`src/rtl/stld_pkg.sv`:
```
package stld_pkg;

    localparam int SZ_CODE_W  = 3;
    localparam int SZ_BYTES_W = 5;

    typedef enum logic [1:0] {
        TBL_EMPTY   = 2'd0,
        TBL_FILLING = 2'd1,
        TBL_FULL    = 2'd2
    } tbl_state_e;

    // Access size code to byte count; reserved codes act as the widest access.
    function automatic logic [SZ_BYTES_W-1:0] size_to_bytes(input logic [SZ_CODE_W-1:0] code);
        logic [SZ_BYTES_W-1:0] b;
        case (code)
            3'd0:    b = 5'd1;
            3'd1:    b = 5'd2;
            3'd2:    b = 5'd4;
            3'd3:    b = 5'd8;
            default: b = 5'd16;
        endcase
        return b;
    endfunction

endpackage

```
`src/rtl/stld_entry_cmp.sv`:
```
module stld_entry_cmp #(
    parameter int OPND_W = 12
) (
    input  logic                               ent_vld,
    input  logic                               s_a_c,
    input  logic [OPND_W-1:0]                  s_a_v,
    input  logic                               s_b_c,
    input  logic [OPND_W-1:0]                  s_b_v,
    input  logic [stld_pkg::SZ_BYTES_W-1:0]    s_bytes,
    input  logic                               l_a_c,
    input  logic [OPND_W-1:0]                  l_a_v,
    input  logic                               l_b_c,
    input  logic [OPND_W-1:0]                  l_b_v,
    input  logic [stld_pkg::SZ_BYTES_W-1:0]    l_bytes,
    output logic                               hit
);
    localparam int SUM_W = OPND_W + 1;
    localparam int PAD_W = SUM_W - stld_pkg::SZ_BYTES_W;

    logic same_order, swapped, base_eq, both_const, ranges_meet;
    logic signed [SUM_W-1:0] s_off, l_off, s_end, l_end;

    always_comb begin
        same_order = (s_a_c == l_a_c) && (s_a_v == l_a_v) &&
                     (s_b_c == l_b_c) && (s_b_v == l_b_v);
        swapped    = (s_a_c == l_b_c) && (s_a_v == l_b_v) &&
                     (s_b_c == l_a_c) && (s_b_v == l_a_v);
        base_eq    = (s_b_c == l_b_c) && (s_b_v == l_b_v);
        both_const = s_a_c && l_a_c;

        s_off = signed'({s_a_v[OPND_W-1], s_a_v});
        l_off = signed'({l_a_v[OPND_W-1], l_a_v});
        s_end = s_off + signed'({{PAD_W{1'b0}}, s_bytes});
        l_end = l_off + signed'({{PAD_W{1'b0}}, l_bytes});

        if (s_off < l_off) ranges_meet = (s_end > l_off);
        else               ranges_meet = (l_end > s_off);

        hit = ent_vld && (same_order || swapped || (base_eq && both_const && ranges_meet));
    end
endmodule

```
`src/rtl/stld_table.sv`:
```
module stld_table
    import stld_pkg::*;
#(
    parameter int OPND_W = 12,
    parameter int DEPTH  = 5,
    localparam int CNT_W = $clog2(DEPTH + 1)
) (
    input  logic                    clk,
    input  logic                    rst_n,
    input  logic                    clr,
    input  logic                    wr,
    input  logic                    wa_c,
    input  logic [OPND_W-1:0]       wa_v,
    input  logic                    wb_c,
    input  logic [OPND_W-1:0]       wb_v,
    input  logic [SZ_BYTES_W-1:0]   w_bytes,
    output logic                    ent_vld   [DEPTH],
    output logic                    ent_a_c   [DEPTH],
    output logic [OPND_W-1:0]       ent_a_v   [DEPTH],
    output logic                    ent_b_c   [DEPTH],
    output logic [OPND_W-1:0]       ent_b_v   [DEPTH],
    output logic [SZ_BYTES_W-1:0]   ent_bytes [DEPTH],
    output tbl_state_e              state,
    output logic [CNT_W-1:0]        count
);
    tbl_state_e       state_q, state_d;
    logic [CNT_W-1:0] cnt_q, cnt_d, base;
    logic             accept;

    // Next-state logic: the clear applies before a same-cycle store lands.
    always_comb begin
        base    = clr ? '0 : cnt_q;
        accept  = wr && (base < CNT_W'(DEPTH));
        cnt_d   = accept ? base + CNT_W'(1) : base;
        state_d = state_q;
        unique case (state_q)
            TBL_EMPTY: begin
                if (accept) state_d = (cnt_d == CNT_W'(DEPTH)) ? TBL_FULL : TBL_FILLING;
            end
            TBL_FILLING: begin
                if (clr && !accept) state_d = TBL_EMPTY;
                else if (accept)    state_d = (cnt_d == CNT_W'(DEPTH)) ? TBL_FULL : TBL_FILLING;
            end
            TBL_FULL: begin
                if (clr) state_d = accept ? TBL_FILLING : TBL_EMPTY;
            end
            default: state_d = TBL_EMPTY;
        endcase
    end

    // State register
    always_ff @(posedge clk) begin
        if (!rst_n) begin
            state_q <= TBL_EMPTY;
            cnt_q   <= '0;
        end else begin
            state_q <= state_d;
            cnt_q   <= cnt_d;
        end
    end

    for (genvar i = 0; i < DEPTH; i++) begin : g_ent
        logic take;
        assign take = accept && (base == CNT_W'(i));

        always_ff @(posedge clk) begin
            if (!rst_n)    ent_vld[i] <= 1'b0;
            else if (take) ent_vld[i] <= 1'b1;
            else if (clr)  ent_vld[i] <= 1'b0;
        end

        always_ff @(posedge clk) begin
            if (take) begin
                ent_a_c[i]   <= wa_c;
                ent_a_v[i]   <= wa_v;
                ent_b_c[i]   <= wb_c;
                ent_b_v[i]   <= wb_v;
                ent_bytes[i] <= w_bytes;
            end
        end
    end

    // Output process
    always_comb begin
        state = state_q;
        count = cnt_q;
    end
endmodule

```
`src/rtl/stld_overlap_det.sv`:
```
module stld_overlap_det
    import stld_pkg::*;
#(
    parameter int OPND_W = 12,
    parameter int DEPTH  = 5
) (
    input  logic              clk,
    input  logic              rst_n,
    input  logic              grp_end,
    input  logic              op_valid,
    input  logic              op_load,
    input  logic              op_store,
    input  logic              opa_const,
    input  logic [OPND_W-1:0] opa_val,
    input  logic              opb_const,
    input  logic [OPND_W-1:0] opb_val,
    input  logic [2:0]        op_size,
    output logic              hazard
);
    localparam int CNT_W = $clog2(DEPTH + 1);

    logic                  ent_vld   [DEPTH];
    logic                  ent_a_c   [DEPTH];
    logic [OPND_W-1:0]     ent_a_v   [DEPTH];
    logic                  ent_b_c   [DEPTH];
    logic [OPND_W-1:0]     ent_b_v   [DEPTH];
    logic [SZ_BYTES_W-1:0] ent_bytes [DEPTH];
    logic [DEPTH-1:0]      hits;
    logic [SZ_BYTES_W-1:0] op_bytes;
    tbl_state_e            tbl_state;
    logic [CNT_W-1:0]      tbl_count;

    assign op_bytes = size_to_bytes(op_size);

    stld_table #(.OPND_W(OPND_W), .DEPTH(DEPTH)) u_table (
        .clk       (clk),
        .rst_n     (rst_n),
        .clr       (grp_end),
        .wr        (op_valid && op_store),
        .wa_c      (opa_const),
        .wa_v      (opa_val),
        .wb_c      (opb_const),
        .wb_v      (opb_val),
        .w_bytes   (op_bytes),
        .ent_vld   (ent_vld),
        .ent_a_c   (ent_a_c),
        .ent_a_v   (ent_a_v),
        .ent_b_c   (ent_b_c),
        .ent_b_v   (ent_b_v),
        .ent_bytes (ent_bytes),
        .state     (tbl_state),
        .count     (tbl_count)
    );

    for (genvar i = 0; i < DEPTH; i++) begin : g_cmp
        stld_entry_cmp #(.OPND_W(OPND_W)) u_cmp (
            .ent_vld (ent_vld[i]),
            .s_a_c   (ent_a_c[i]),
            .s_a_v   (ent_a_v[i]),
            .s_b_c   (ent_b_c[i]),
            .s_b_v   (ent_b_v[i]),
            .s_bytes (ent_bytes[i]),
            .l_a_c   (opa_const),
            .l_a_v   (opa_val),
            .l_b_c   (opb_const),
            .l_b_v   (opb_val),
            .l_bytes (op_bytes),
            .hit     (hits[i])
        );
    end

    assign hazard = op_valid && op_load && (tbl_state != TBL_EMPTY) && (|hits);
endmodule

```
`config.mk`:
```
export PLATFORM = sky130hd
export DESIGN_NAME = stld_overlap_det
export DESIGN_NICKNAME = d
export VERILOG_FILES = /design/src/rtl/stld_pkg.sv /design/src/rtl/stld_entry_cmp.sv /design/src/rtl/stld_table.sv /design/src/rtl/stld_overlap_det.sv
export SDC_FILE = /design/constraint.sdc
export NUM_CORES = 1
export LEC_CHECK = 0
export CORE_MARGIN = 4
export CORE_UTILIZATION = 25
export DETAILED_ROUTE_END_ITERATION = 10
export PLACE_DENSITY = 0.46
export SETUP_SLACK_MARGIN = 0.2
export SYNTH_ARGS = -nofsm -noshare
export SYNTH_HDL_FRONTEND = slang
export SYNTH_SLANG_ARGS = --single-unit
```
`constraint.sdc`:
```
create_clock -name clk -period 20.5 [get_ports clk]
set_clock_uncertainty 0.05 [all_clocks]
set_input_delay 4.1 -clock clk [delete_from_list [all_inputs] [get_ports clk]]
set_output_delay 4.1 -clock clk [all_outputs]
set_load 0.01 [all_outputs]
```
# Word-level counts from Yosys, hierarchy flattened
# Index checks and enable logic that the tools add are counted.
# word_totals
reg_bits,165
in_bits,35
out_inout_bits,1
wordCells,213
# op_classes
addsub,7
magnitude_cmp,16
n_eq_ne,51
muxes,20
reduce_logical,87
# ops
operator,n
equality test 12 bit,20
greater-than comparator 13 x 12 -> 1 bit,10
adder 12 x 6 -> 13 bit,6
logical AND 1 bit,66
less-than comparator 12 bit,5
equality test 1 bit,20
one-hot mux 5 bit (4 select lines),1
"equality test 3 x 2 -> 1 bit, second input constant",4
two-way mux 1 bit,12
nonzero test 2 bit,6
logical OR 1 bit,10
two-way mux 2 bit,4
"equality test 3 x 1 -> 1 bit, second input constant",2
"equality test 3 bit, second input constant",2
zero test 3 bit,2
two-way mux 3 bit,2
one-hot mux 2 bit (3 select lines),1
OR reduction 5 bit,1
"adder 3 x 1 -> 3 bit, second input constant",1
"less-than comparator 3 bit, second input constant",1
"equality test 2 x 1 -> 1 bit, second input constant",1
"equality test 2 bit, second input constant",1
zero test 2 bit,1
"!= test 2 bit, second input constant",1
zero test 1 bit,1

# Logic depth before layout (Yosys ltp)
# logic_depth
ltp_word,10
depth_mapped,21
depth_no_buf,21

# Cells and area by module
# A second synthesis with hierarchy kept.
# hier_totals
hier_cells,1509
area_unflattened_um2,15104.5
# modules_own_cells
mod,n_inst,cells_per_inst,area_per_inst_um2,seq_area_each_um2
stld_entry_cmp (g_cmp[0].u_cmp ...),4,257,1965.6,0.0
stld_table,1,213,5202.5,4854.7
stld_entry_cmp (g_cmp[1].u_cmp),1,258,1979.4,0.0
stld_overlap_det,1,10,60.1,0.0

# Worst setup path before layout
# No wires, ideal clock.
# synth_timing
kind,input to output
start,in op_size[2]
end,out hazard
arrival_time_ns,8.288
required_ns,16.350
slack_ns,8.062
cell_stages,21
n_path_buf,0
path_cell_list,nor3_1 > ha_1 > inv_1 > fa_1 > inv_1 > a21oi_1 > o21ai_1 > a21o_1 > nand2_1 > or3_1 > nor3_1 > a21oi_1 > ha_1 > nand4_1 > nor3_1 > o21ai_1 > o2111ai_1 > nor2_8 > or4_1 > a31o_1 > a41oi_2
# synth_via
elab_chain_len,10
elab_cells_between_ends,33
cone_classes,add/sub: 1; order compare: 5; eq/ne: 3; mux: 6; reduce/logical: 18
# synth_lines
element,line_no,source
start: declaration,stld_overlap_det.sv:17,"input logic [2:0] op_size,"
"equality test 3 x 2 -> 1 bit, or another cell as far along",stld_pkg.sv:15,case (code)
one-hot mux 5 bit (4 select lines) *,stld_pkg.sv:15,
adder 12 x 6 -> 13 bit *,stld_entry_cmp.sv:34,"l_end = l_off + signed'({{PAD_W{1'b0}}, l_bytes});"
greater-than comparator 13 x 12 -> 1 bit,stld_entry_cmp.sv:37,else ranges_meet = (l_end > s_off);
two-way mux 1 bit,stld_entry_cmp.sv:36,if (s_off < l_off) ranges_meet = (s_end > l_off);
logical AND 1 bit,stld_entry_cmp.sv:39,hit = ent_vld && (same_order || swapped || (base_eq && both_const && ranges_meet));
logical OR 1 bit,stld_entry_cmp.sv:39,
logical AND 1 bit,stld_entry_cmp.sv:39,
OR reduction 5 bit *,stld_overlap_det.sv:72,assign hazard = op_valid && op_load && (tbl_state != TBL_EMPTY) && (|hits);
logical AND 1 bit *,stld_overlap_det.sv:72,
end: declaration,stld_overlap_det.sv:18,output logic hazard
# Mark *: on every way between the ends. The rest lies on a longest branch, timed or not.

# Final worst setup path
# layout_timing
start,in op_size[2]
end,out hazard
# layout_via
elab_chain_len,10
elab_cells_between_ends,33
cone_classes,add/sub: 1; order compare: 5; eq/ne: 3; mux: 6; reduce/logical: 18
# layout_lines
element,line_no,source
"equality test 3 x 2 -> 1 bit, or another cell as far along",stld_pkg.sv:15,
one-hot mux 5 bit (4 select lines) *,stld_pkg.sv:15,
"named net g_cmp[0].u_cmp.l_bytes, one bit",stld_entry_cmp.sv:14,"input logic [stld_pkg::SZ_BYTES_W-1:0] l_bytes,"
adder 12 x 6 -> 13 bit *,stld_entry_cmp.sv:34,
greater-than comparator 13 x 12 -> 1 bit,stld_entry_cmp.sv:37,
two-way mux 1 bit,stld_entry_cmp.sv:36,
logical AND 1 bit,stld_entry_cmp.sv:39,
logical OR 1 bit,stld_entry_cmp.sv:39,
logical AND 1 bit,stld_entry_cmp.sv:39,
OR reduction 5 bit *,stld_overlap_det.sv:72,
logical AND 1 bit *,stld_overlap_det.sv:72,
# The timed path passes the listed nets; every way through them passes the cells marked *.

==> out/qor.yml <==
status:
  status: "finished, final reports clean"
worst_setup_path:
  cpPeakStageDelay_ps: 710
  worstPathRequired_ps: 16350
  crit_buf_inv: 4
  startpoint_type: "input pin"
  path_cells: "clkdlybuf4s50_1 -> nor3_1 -> ha_1 -> inv_1 -> fa_1 -> inv_1 -> a21oi_1 -> o21ai_1 -> a21o_1 -> nand2_1 -> or3_1 -> xnor2_1 -> ha_1 -> nand2_1 -> nor4_1 -> or4_1 -> a221oi_1 -> a2111oi_0 -> a31oi_1 -> nor4bb_1 -> a41oi_2 -> clkdlybuf4s50_1"
  crit_slowest_cell: "nor3_1"
  crit_family: "simple AND/OR/NAND/NOR gates"
  crit_type: "input pin to primary output"
  critPathArrivalTime_ps: 10450
  cp-end-kind: "primary output"
  cp_max_fo: 10
clock_network:
  cts_root_buf: "clkbuf_16"
  cts_tree: "yes"
  cts_buffers: 17
  hold_buffers: 0
  cts_resized: 0
  post-cts-setup-buffers: 0
  clkTransAtPathRegs_ps: 70
  clk_latency_ps: 450
  cts_sinks: 165
  htree_levels: 4
  clockBufferDepth: 2
sta:
  max_slew_margin_pct: 22.4
  finalSetupTns_ps: 0
  rsz0062_at_grt: "false"
  worst_slew_pin_slew_ps: 1150
  max_freq_ghz: 0.0685
  drv_slew: 0
  finalHoldViolCount: 0
  setup-violations-final: 0
  period_share_pct: 71.2
  min_period_ps: 14600
yosys:
  ys_types: 60
  synthCells: 1341
  seq_area_frac_synth_pct: 35.1
  syn_avg_cell_area_um2: 10.3
  synth_nets: 1612
  synthArstFlopShare_pct: 0
  synth-seq-cells: 165
  synth_area_um2: 13800
  synth_flop_cell: "edfxtp_1"
  synth-edff-count: 155
  yosys_warnings: 0
global_routing:
  antenna_found_initial: 0
  grt_pass1_vias: 10700
  gr-usage-all-layers_pct: 16.2
  grt_pass1_wl_um: 70600
  grt-ovfl-total: 0
  grt_max_degree: 33
cells_and_area:
  area_growth_pct: 14.0
  final_common_cell: "ha_1"
  diodes: 0
  nets: 1664
  final_cell_mix: "ha_1, edfxtp_1, xnor2_1, inv_1, xor2_1"
  final_cells: 2145
  fin_area_um2: 15800
  drive_gt1_share_pct: 5.05
route:
  ant_nets: 0
  vias_per_cell: 4.86
  dr.pass1.iters: 5
  drc: 0
  drt_iter0_markers: 738
  vias: 10400
  finalWirelength_um: 48300
  wl_per_cell_um: 22.5
power_and_ir_drop:
  ir_drop_mv: 0.0370
  p_comb_share_pct: 17.0
  leakage_uw: 0.00631
  swShare_pct: 28.6
  p_switching_uw: 250
  powerDensity_nw_per_um2: 55.4
  p_total_uw: 875
  p_int_uw: 625
  power.clock.fraction_pct: 39.8
  p_seq_share_pct: 43.2
placement:
  gp_congestion: 0.938
  port_buffers: 35
  placed_area_um2: 15200
  dpl.cell_count: 2113
  hpwlAfterDp_um: 36200
floorplanning:
  die_area_um2: 59200
  initial_utilization_pct: 25.5
  pin_count: 36
  die_w_um: 243
  core_area_um2: 54300
  die_height_um: 243
  rows: 85
min_path:
  hp-class: "flip-flop to flip-flop"
flow_run:
  drv_cap: 0
[worst register-to-register path: cells and delay by family (launching register included)]
kind / cells / cell delay [ps]
AND/OR/NAND/NOR: 3 / 1390
flip-flops: 1 / 300
AO/OA/AOI/OAI: 1 / 90
[power by group through the flow]
| stage | logic (µW) | registers [µW] | clock network (µW) |
|---|---|---|---|
| 2_1_floorplan | 93.8 | 382 | 0 |
| 3_3_place_gp | 146 | 385 | 0 |
| 3_5_place_dp | 148 | 386 | 0 |
| 4_1_cts | 149 | 378 | 356 |
| 5_1_grt | 166 | 378 | 369 |
| 6_report | 149 | 378 | 348 |
[sequential cells by signal, indices dropped and copies added (netlist names)]
register           count
u_table.count          3
u_table.ent_a_c        5
u_table.ent_a_v       60
u_table.ent_b_c        5
u_table.ent_b_v       60
u_table.ent_bytes     25
u_table.ent_vld        5
u_table.state          2
[layer usage]
metal  track usage [%]  vias to the layer above  wire length, µm  share of wire (%)
li1                  -                     4983                -                  -
met1              21.1                     5073            21500                 44
met2              27.0                      277            22600                 47
met3              2.14                       90             2010                4.2
met4              7.15                        0             2210                4.6
met5                 0                        -                0                  0
[kinds of logic after synthesis]
logic type | synth area share (%)
compound gates | 9.67
fa+ha+maj | 21.6
buf+inv | 4.69
simple gates | 12.1
flops | 35.1
xor+xnor | 16.2
mux | 0.687
[path summary, 6_finish.rpt]
kind                     from            endpoint  slack (ps)  cells after the start
max                op_size[2]              hazard        5900                     22
min          u_table.state[1]    u_table.state[1]         530                      2
max reg2reg  u_table.count[2]  u_table.ent_a_v[2]       18210                      4
min reg2reg  u_table.state[1]    u_table.state[1]         530                      2
[stage by stage]
step / hold WS, ps / worst slack (ps) / utilization (%)
after detailed placement: 516 / 5960 / 27.9
after CTS: 532 / 5880 / 29.1
after global placement: 503 / 6090 / 27.9
after floorplan: 480 / 8060 / -
final: 534 / 5900 / 29.1
after global routing: 593 / 5510 / 29.1
[synth_stat cells (3+ instances only)]
cell type,instances,area (µm²)
dfxtp_1,10,200
or4_1,3,22.5
clkbuf_1,18,67.6
mux2i_1,5,50.1
o21ai_1,8,40.0
nand2b_1,5,31.3
nand2_1,56,210
nor4_1,35,219
and3_1,11,68.8
o21a_1,7,52.6
a2111oi_0,6,52.6
o211ai_1,6,45.0
nand4_1,54,338
inv_1,125,469
buf_2,6,30.0
edfxtp_1,155,4650
fa_1,6,120
nor2b_1,18,113
ha_1,230,2880
nor2_1,33,124
buf_6,7,78.8
nand3_1,37,185
a211oi_1,12,90.1
nor3_1,23,115
or3_1,7,43.8
a221oi_1,3,26.3
o21ai_0,26,130
a21oi_1,77,385
xor2_1,113,990
and4_1,5,43.8
and2_1,7,43.8
xnor2_1,143,1250
a21o_1,30,225
a31oi_1,10,62.6
o21bai_1,11,82.6
[final cells by class]
class / instances / area (µm²)
clock inverters: 15 / 191
fillers: 5632 / 38600
multi-input cells: 1019 / 8350
well taps: 739 / 925
flip-flops and latches: 165 / 4850
inverters: 125 / 469
clock buffers: 17 / 425
repair buffers: 65 / 576
Power figures use the tool's default switching activity.
